## src/rtl/mac_pkg.sv

```systemverilog
package mac_pkg;

  typedef struct packed {
    logic accLoad;
    logic opsLoad;
    logic step;
    logic resolve;
    logic clear;
  } macStrobes_t;

  typedef enum logic [1:0] {
    ST_IDLE    = 2'd0,
    ST_RUN     = 2'd1,
    ST_RESOLVE = 2'd2,
    ST_DONE    = 2'd3
  } macState_t;

endpackage

```

## src/rtl/mac_ctrl.sv

```systemverilog
module mac_ctrl
  import mac_pkg::*;
#(
  parameter int STEPS = 17
) (
  input  logic        clk,
  input  logic        rstN,
  input  logic        loadOps,
  input  logic        loadAcc,
  input  logic        clearState,
  output macStrobes_t strobes,
  output logic        ready
);

  localparam int CW = $clog2(STEPS);
  localparam logic [CW-1:0] LAST_STEP = CW'(STEPS - 1);

  macState_t state, nextState;
  logic [CW-1:0] stepCnt;

  always_comb begin
    strobes   = '0;
    nextState = state;
    unique case (state)
      ST_IDLE: begin
        if (loadOps) begin
          strobes.opsLoad = 1'b1;
          nextState       = ST_RUN;
        end else if (loadAcc) begin
          strobes.accLoad = 1'b1;
        end else if (clearState) begin
          strobes.clear = 1'b1;
        end
      end
      ST_RUN: begin
        strobes.step = 1'b1;
        if (stepCnt == LAST_STEP) nextState = ST_RESOLVE;
      end
      ST_RESOLVE: begin
        strobes.resolve = 1'b1;
        nextState       = ST_DONE;
      end
      ST_DONE: begin
        if (clearState) begin
          strobes.clear = 1'b1;
          nextState     = ST_IDLE;
        end
      end
      default: nextState = ST_IDLE;
    endcase
  end

  always_ff @(posedge clk or negedge rstN) begin
    if (!rstN) begin
      state   <= ST_IDLE;
      stepCnt <= '0;
    end else begin
      state <= nextState;
      if (strobes.opsLoad)   stepCnt <= '0;
      else if (strobes.step) stepCnt <= stepCnt + 1'b1;
    end
  end

  assign ready = (state == ST_DONE);

  AST_READY_HOLD: assert property (@(posedge clk) disable iff (!rstN)
    (ready && !clearState) |=> ready);
  AST_READY_DROP: assert property (@(posedge clk) disable iff (!rstN)
    (ready && clearState) |=> !ready);
  AST_START_BUSY: assert property (@(posedge clk) disable iff (!rstN)
    strobes.opsLoad |=> !ready);
  AST_IGNORE_LOAD: assert property (@(posedge clk) disable iff (!rstN)
    (ready && (loadOps || loadAcc) && !clearState) |=> ready);

endmodule

```

## src/rtl/mac_datapath.sv

```systemverilog
module mac_datapath
  import mac_pkg::*;
#(
  parameter int WIDTH = 32
) (
  input  logic             clk,
  input  logic             rstN,
  input  macStrobes_t      strobes,
  input  logic [WIDTH-1:0] busA,
  input  logic [WIDTH-1:0] busB,
  input  logic             unsignedMode,
  input  logic             readHigh,
  output logic [WIDTH-1:0] result
);

  localparam int PW = 2 * WIDTH;
  localparam int MW = WIDTH + 2;

  logic [MW-1:0] mplr;
  logic          prevBit;
  logic [PW-1:0] mcand;
  logic [PW-1:0] psum;
  logic [PW-1:0] pcarry;

  logic [2:0]    triplet;
  logic          digOne, digTwo, digNeg;
  logic [PW-1:0] mag, partProd, sumNext, majNext, carryNext;
  logic          extA, extB;

  always_comb begin
    triplet = {mplr[1:0], prevBit};
    digOne  = 1'b0;
    digTwo  = 1'b0;
    digNeg  = 1'b0;
    unique case (triplet)
      3'b001, 3'b010: digOne = 1'b1;
      3'b011:         digTwo = 1'b1;
      3'b100:         begin digTwo = 1'b1; digNeg = 1'b1; end
      3'b101, 3'b110: begin digOne = 1'b1; digNeg = 1'b1; end
      default:        ;
    endcase
    if (digOne)      mag = mcand;
    else if (digTwo) mag = {mcand[PW-2:0], 1'b0};
    else             mag = '0;
    partProd  = digNeg ? ~mag : mag;
    sumNext   = psum ^ pcarry ^ partProd;
    majNext   = (psum & pcarry) | (psum & partProd) | (pcarry & partProd);
    carryNext = {majNext[PW-2:0], digNeg};
  end

  assign extA = ~unsignedMode & busA[WIDTH-1];
  assign extB = ~unsignedMode & busB[WIDTH-1];

  always_ff @(posedge clk or negedge rstN) begin
    if (!rstN) begin
      mplr    <= '0;
      prevBit <= 1'b0;
      mcand   <= '0;
      psum    <= '0;
      pcarry  <= '0;
    end else begin
      if (strobes.accLoad) begin
        psum   <= {busA, busB};
        pcarry <= '0;
      end
      if (strobes.opsLoad) begin
        mplr    <= {{2{extA}}, busA};
        prevBit <= 1'b0;
        mcand   <= {{WIDTH{extB}}, busB};
      end
      if (strobes.step) begin
        psum    <= sumNext;
        pcarry  <= carryNext;
        prevBit <= mplr[1];
        mplr    <= {2'b00, mplr[MW-1:2]};
        mcand   <= {mcand[PW-3:0], 2'b00};
      end
      if (strobes.resolve) begin
        psum   <= psum + pcarry;
        pcarry <= '0;
      end
      if (strobes.clear) begin
        psum   <= '0;
        pcarry <= '0;
      end
    end
  end

  assign result = readHigh ? psum[PW-1:WIDTH] : psum[WIDTH-1:0];

  AST_CARRY_RESOLVED: assert property (@(posedge clk) disable iff (!rstN)
    strobes.resolve |=> (pcarry == '0));
  AST_CLEAR_ZERO: assert property (@(posedge clk) disable iff (!rstN)
    strobes.clear |=> (psum == '0 && pcarry == '0));
  AST_PRELOAD: assert property (@(posedge clk) disable iff (!rstN)
    strobes.accLoad |=> (psum == $past({busA, busB})));

endmodule

```

## src/rtl/mac32_iter.sv

```systemverilog
module mac32_iter
  import mac_pkg::*;
#(
  parameter int WIDTH = 32
) (
  input  logic             clk,
  input  logic             rstN,
  output logic             clkEn,
  input  logic [WIDTH-1:0] busA,
  input  logic [WIDTH-1:0] busB,
  input  logic             loadOps,
  input  logic             loadAcc,
  input  logic             clearState,
  input  logic             unsignedMode,
  input  logic             readHigh,
  output logic             ready,
  output logic [WIDTH-1:0] result
);

  localparam int STEPS = WIDTH / 2 + 1;

  macStrobes_t strobes;

  assign clkEn = 1'b1;

  mac_ctrl #(.STEPS(STEPS)) uCtrl (
    .clk        (clk),
    .rstN       (rstN),
    .loadOps    (loadOps),
    .loadAcc    (loadAcc),
    .clearState (clearState),
    .strobes    (strobes),
    .ready      (ready)
  );

  mac_datapath #(.WIDTH(WIDTH)) uDp (
    .clk          (clk),
    .rstN         (rstN),
    .strobes      (strobes),
    .busA         (busA),
    .busB         (busB),
    .unsignedMode (unsignedMode),
    .readHigh     (readHigh),
    .result       (result)
  );

endmodule

```

## config.mk

```make
export PLATFORM = sky130hd
export DESIGN_NAME = mac32_iter
export DESIGN_NICKNAME = d
export VERILOG_FILES = /design/src/rtl/mac_pkg.sv /design/src/rtl/mac_ctrl.sv /design/src/rtl/mac_datapath.sv /design/src/rtl/mac32_iter.sv
export SDC_FILE = /design/constraint.sdc
export NUM_CORES = 1
export LEC_CHECK = 0
export BUFFER_PORTS_ARGS = -buffer_cell sky130_fd_sc_hd__buf_2
export CAP_MARGIN = 20
export CORE_MARGIN = 5
export CORE_UTILIZATION = 61
export CTS_BUF_LIST = sky130_fd_sc_hd__clkbuf_4 sky130_fd_sc_hd__clkbuf_8
export CTS_CLUSTER_DIAMETER = 50
export CTS_CLUSTER_SIZE = 20
export DETAILED_ROUTE_END_ITERATION = 10
export PLACE_DENSITY = 0.85
export RECOVER_POWER = 50
export SYNTH_ARGS = -nofsm -noshare
export SYNTH_HDL_FRONTEND = slang
export SYNTH_HIERARCHICAL = 1
export SYNTH_SLANG_ARGS = --single-unit
```

## constraint.sdc

```tcl
create_clock -name clk -period 5.9 [get_ports clk]
set_clock_uncertainty 0.05 [all_clocks]
set_input_delay 1.475 -clock clk [delete_from_list [all_inputs] [get_ports clk]]
set_output_delay 1.475 -clock clk [all_outputs]
set_load 0.02 [all_outputs]
```

==> impl_results.md, run 1 <==
- HP Class: flip-flop to flip-flop
- Post-route ant nets: 0
- Most common cell in the netlist: nand2_1
- CTS buffer count: 30
- Crit share post-route: 0.803
- Worst path required time: 6360 ps
- Max Root-Sink Buffers: 3
- Final Hold Fails: 0
- Post-DP HPWL: 40,400 um
- Drt via density: 6.39
- Slew HR: -1.16
- Clk slew on worst S/H paths: 90 ps
- Post-CTS resize count: 0
- Top cells by count, synth: nand2_1, o21ai_0, dfrtp_1
- Asr flop ratio synth: 1.00
- Cell area power density: 620 nW/um^2
- Crit path DAT: 5190 ps
- Die area: 33,500 sq um
- Worst Tran Pin Value: 3240 ps
- RSZ-0062 raised after global routing: no
- Final Util: 0.662
- Tot GR Track Use: 0.328
- Static leakage: 8.47 nW
- Mapped Avg Cell Area: 8.14 sq um
- I/O pin cnt: 105
- Number of setup violations in the final report: 0
- Max-Cap Viols: 2
- Synth Instances: 2,242
- First-pass GRT wire length: 89,800 um
- Area Overhead vs Synth: 7.13%
- Die width: 183 um
- Startpoint Class: input pin
- Max-slew violations: 151
- Area leader, netlist: dfrtp_1
- Core area: 29,600 sq um
- Synth Warn #: 6
- Pin count of the biggest net entering global routing: 128
- Clk root buf: clkbuf_8
- Min cycle time layout: 4740 ps
- Routed WL per cell: 20.9 um
- #FFs+latches synth: 233
- Post-synth EDFFs: 0
- FP Rows: 63
- Status: complete, but fails checks
- CP Capture Type: flip-flop
- Final net count: 2,435
- Post-CTS Setup Repair Bufs: 0
- DR pass1 iterations: 6
- GPL Wtd Cong: 0.967
- Vias post-DR: 16,900
- Die Span Y: 183 um
- TritonCTS Sinks: 233
- Synth Net Count: 2,446
- Aggregate global routing overflow: 0
- Final Power: 12.1 mW
- 1st-iter DRT viols: 1,526
- Distinct cells, synth: 88
- H-tree Lvls: 1
- Dominant synthesized flop cell: dfrtp_1
- Area share of the largest cell type after synthesis: 0.319
- I/O Buffers: 103
- CTS Hold Bufs: 0
- CP Max Fanout: 56
- Maximum vdd drop: 0.318 mV
- Ranking of synthesized cells by area: dfrtp_1, o21ai_0, fa_1
- Clk_lat worst skew: 630 ps
- Share of layout cells above drive strength 1: 0.0998
- Number of global-route vias before repair: 16,600
- Post-synthesis sequential area ratio: 0.319
- Peak Freq: 0.211 GHz
- Initial antenna violation count: 2
- Final WL: 55,200 um
- TNS Setup: 0 ps
- CTS tree: done
- Cell area after synthesis: 18,300 sq um
- Initial core utilization: 0.618
- Failing checks: max-capacitance violations, max-slew violations
- DRC violations left: 0
- WS Path Type: input pin to flip-flop
sequential cells by signal, summed over array words and instances, names as in the netlist:
name,cells
uCtrl/stepCnt,5
uDp/psum,64
uDp/pcarry,64
uDp/prevBit,1
uDp/mcand,64
uDp/mplr,33
uCtrl/state,2
per-stage QoR:
stage | hold slack, ps | cell area, sq um | cells | setup slack [ps]
6_report | 434 | 19600 | 2645 | 1160
5_1_grt | 476 | 19600 | 2645 | 887
4_1_cts | 439 | 19600 | 2644 | 1680
3_5_place_dp | 420 | 18900 | 2589 | 1680
3_3_place_gp | 408 | 18900 | 2589 | 1800
2_1_floorplan | 396 | 18300 | 2242 | 2030
area by class of cell:
class | instances | area [sq um]
inverter | 180 | 677
clock inverter | 15 | 170
multi-input combinational | 1656 | 11100
timing repair buffer | 130 | 739
sequential | 233 | 5830
tap | 390 | 488
antenna | 1 | 2.50
fill | 2471 | 10000
clock buffer | 40 | 526
where the power goes:
group	switching (mW)	total [mW]	internal [mW]
registers	0.876	3.17	2.29
clock network	0.681	1.40	0.723
logic	4.84	7.56	2.73
routing by layer:
metal | global-route usage | share of wire | up-vias
met5 | 0 | 0.00025 | -
li1 | - | - | 7763
met4 | 0.121 | 0.043 | 2
met2 | 0.544 | 0.47 | 825
met1 | 0.444 | 0.40 | 8157
met3 | 0.0462 | 0.082 | 162
cell usage in the layout, fill, tap and decap left out, types with 6 or more instances in the layout:
master / Yosys / layout
a211oi_1: 41 / 41
a21o_1: 31 / 31
a21oi_1: 147 / 147
a21oi_2: 7 / 7
a221oi_1: 63 / 63
a31oi_1: 9 / 9
and3_1: 10 / 10
buf_2: 12 / 101
buf_4: 1 / 24
clkbuf_8: 0 / 36
clkinv_2: 0 / 6
dfrtp_1: 233 / 232
fa_1: 63 / 63
ha_1: 70 / 68
inv_1: 179 / 179
mux2i_1: 67 / 67
nand2_1: 330 / 328
nand2b_1: 8 / 8
nand3_1: 27 / 27
nand4_1: 31 / 31
nor2_1: 174 / 173
nor2b_1: 7 / 7
nor3_1: 19 / 17
o211ai_1: 11 / 11
o21ai_0: 256 / 256
o21ai_1: 9 / 9
o21bai_1: 16 / 16
o22ai_1: 19 / 19
o311ai_0: 33 / 33
o31ai_1: 8 / 8
xnor2_1: 32 / 32
xor2_1: 88 / 87
kinds of logic after synthesis:
group / after synthesis / share of synthesized area
buffers and inverters: 353 / 0.0746
adder cells (fa/ha/maj): 133 / 0.117
multiplexers: 69 / 0.0382
other: 1 / 0.000205
flip-flops: 233 / 0.319
AO/OA/AOI/OAI: 693 / 0.242
AND/OR/NAND/NOR: 640 / 0.151
XOR/XNOR: 120 / 0.0576
final timing paths:
check | endpoint | cells past startpoint | slack (ps) | start
max | uDp/mplr[31] | 6 | 1160 | loadOps
min | uDp/mplr[9] | 2 | 430 | uDp/mplr[11]
max reg2reg | uDp/mplr[31] | 7 | 1360 | uCtrl/state[0]
min reg2reg | uDp/mplr[9] | 2 | 430 | uDp/mplr[11]
max in group asynchronous | uDp/mcand[8] | 2 | 2030 | rstN
min in group asynchronous | uDp/mplr[28] | 1 | 1580 | rstN
critical path, stage by stage:
cell      delay (ps)
clkbuf_1          90
and2_1          2330
buf_4            800
nor2b_1          120
a211oi_1         270
nor2_1            70
(Power assumes the default switching activity.)
==> run 2: changes to the inputs <==
CORE_UTILIZATION = 58   (was 61)
PLACE_DENSITY = 0.84   (was 0.85)
clock period = 4.3 ns   (was 5.9 ns; I/O delays follow)
==> run 2 against run 1 <==
Effect of this change:
- the run still ends with max-capacitance violations, max-slew violations left
- sequential cell count is the same
- count of clock-buffer cells in the layout is 5 lower
- via count rose by 0.48%
- sequential power up 33%
- clock power rose by 53%
- critical path depth down 2
- global-route usage is 0.82 points lower
- non-clock buffer count grew 8
- sequential share of layout area decreased by 0.37 points
- register-to-register slack got worse by 320 ps
- critical path type is now input pin to output port
- cell count rose by 0.83%
- hold slack gained 2.8 ps
==> impl_results.md, run 2 (synthesized netlist as in run 1, its figures left out) <==
- Area Overhead vs Synth: 8.49%
- TritonCTS Sinks: 233
- Net Sw Frac: 0.527
- H-tree Lvls: 1
- CP max stage delay: 690 ps
- Die Span Y: 187 um
- Worst Tran Pin Value: 2580 ps
- Final Hold Fails: 0
- Storage cell area: 5830 sq um
- Worst path required time: 3170 ps
- Met2 wire length: 26,800 um
- Post-DP HPWL: 41,500 um
- Status: complete, but fails checks
- Max Root-Sink Buffers: 3
- WL met3: 4760 um
- Die width: 187 um
- R2r endpoint: uDp/psum[54]
- Peak Freq: 0.279 GHz
- Commonest non-fill, non-tap cell in the layout: nand2_1
- Max-slew violations: 146
- Failing checks: max-capacitance violations, max-slew violations
- Drt via density: 6.37
- Final WL: 57,000 um
- Max stage delay cell, worst path: o21ai_0
- FP Rows: 65
- I/O Buffers: 103
- Maximum vdd drop: 0.445 mV
- Crit path cell chain: buf_2 -> buf_4 -> o21ai_0 -> buf_2
- Initial antenna violation count: 1
- CTS Hold Bufs: 0
- Vias post-DR: 17,000
- Number of global-route vias before repair: 16,800
- Crit path DAT: 2460 ps
- Initial core utilization: 0.583
- Crit share post-route: 0.834
- GPL Wtd Cong: 1.03
- DRC violations left: 0
- CP Capture Type: output port
- Clk root buf: clkbuf_8
- WL met1: 23,400 um
- CP Max Fanout: 64
- Final net count: 2,444
- Most frequent cells in the layout: nand2_1, o21ai_0, dfrtp_1
- Share of total power in sequential cells: 0.248
- Post-route ant nets: 0
- Hold Crit Endpoint: uDp/mplr[28]
- Area of the multi-input gates: 11,100 sq um
- WS Path Type: input pin to output port
- Sw power: 8.98 mW
- R2R depth: 10
- P_int: 8.07 mW
- Logic pwr share: 0.626
- # fillers: 2,628
- Clock Power Share: 0.126
- Share of layout cells above drive strength 1: 0.104
- Tot GR Track Use: 0.320
- Die area: 35,100 sq um
- Final Power: 17.1 mW
- Top cell by count, worst path: buf_2
- Post-CTS Setup Repair Bufs: 0
- Hold_sp: uDp/mplr[30]
- Post-CTS resize count: 0
- TNS Setup: 0 ps
- Startpoint Class: input pin
- HP Class: flip-flop to flip-flop
- Pin count of the biggest net entering global routing: 155
- Min cycle time layout: 3590 ps
- FF-to-FF setup slack: 1040 ps
- RSZ-0062 raised after global routing: no
- Routed WL per cell: 21.4 um
- Max-Cap Viols: 2
- I/O pin cnt: 105
- Reg2reg start: uDp/psum[19]
- Number of setup violations in the final report: 0
- Cell area power density: 861 nW/um^2
- Core area: 31,300 sq um
- Aggregate global routing overflow: 0
- 1st-iter DRT viols: 1,821
- Hold path cells: 2
- Clk slew on worst S/H paths: 100 ps
- CTS tree: done
- Biggest regs: uDp/mcand x64, uDp/pcarry x64, uDp/psum x64
- Static leakage: 8.56 nW
- DR pass1 iterations: 6
- Slew HR: -0.720
- Top Metal Used: met4
- Hold_ws: 437 ps
- CTS buffer count: 31
- First-pass GRT wire length: 92,500 um
- Clk_lat worst skew: 630 ps
run 2: worst max-delay path, delay by kind of cell:
| kind | cells | cell delay (ps) |
|---|---|---|
| buffers and inverters | 3 | 670 |
| AOI/OAI and AO/OA | 1 | 690 |
run 2: routing by layer:
layer / vias to the layer above / track usage
met1: 8243 / 0.436
met5: - / 0
li1: 7796 / -
met4: 0 / 0.104
met2: 812 / 0.530
met3: 139 / 0.0487
run 2: final cells by class:
type	instances	area share
Sequential cell	233	0.295
Clock buffer	35	0.0243
Timing Repair Buffer	138	0.0443
Tap cell	402	0.0254
Inverter	180	0.0342
Multi-Input combinational cell	1656	0.561
Antenna cell	1	0.000126
Clock inverter	22	0.0158
run 2: worst max-delay path by stage:
stage / cells past startpoint / slack [ps] / endpoint / startpoint
after floorplan: 3 / 1230 / result[0] / readHigh
after global placement: 4 / 720 / result[0] / readHigh
after detailed placement: 4 / 700 / result[0] / readHigh
after CTS: 4 / 700 / result[0] / readHigh
after global routing: 1 / 670 / uDp/mplr[1] / rstN
final: 4 / 710 / result[0] / readHigh
run 2: power groups by stage:
stage / combinational (mW) / sequential, mW / clock (mW)
floorplan: 7.80 / 3.80 / 0
global placement: 10.2 / 4.17 / 0
detailed placement: 10.5 / 4.22 / 0
CTS: 10.6 / 4.18 / 2.16
global route: 11.9 / 4.34 / 2.27
finish: 10.7 / 4.23 / 2.14
run 2: through the flow:
stage	util	setup WS (ps)	std cells	cell area, sq um
CTS	0.634	702	2666	19800
floorplan	-	1230	2242	18300
finish	0.633	715	2667	19800
global placement	0.608	716	2609	19000
global route	0.633	667	2667	19800
detailed placement	0.608	704	2609	19000
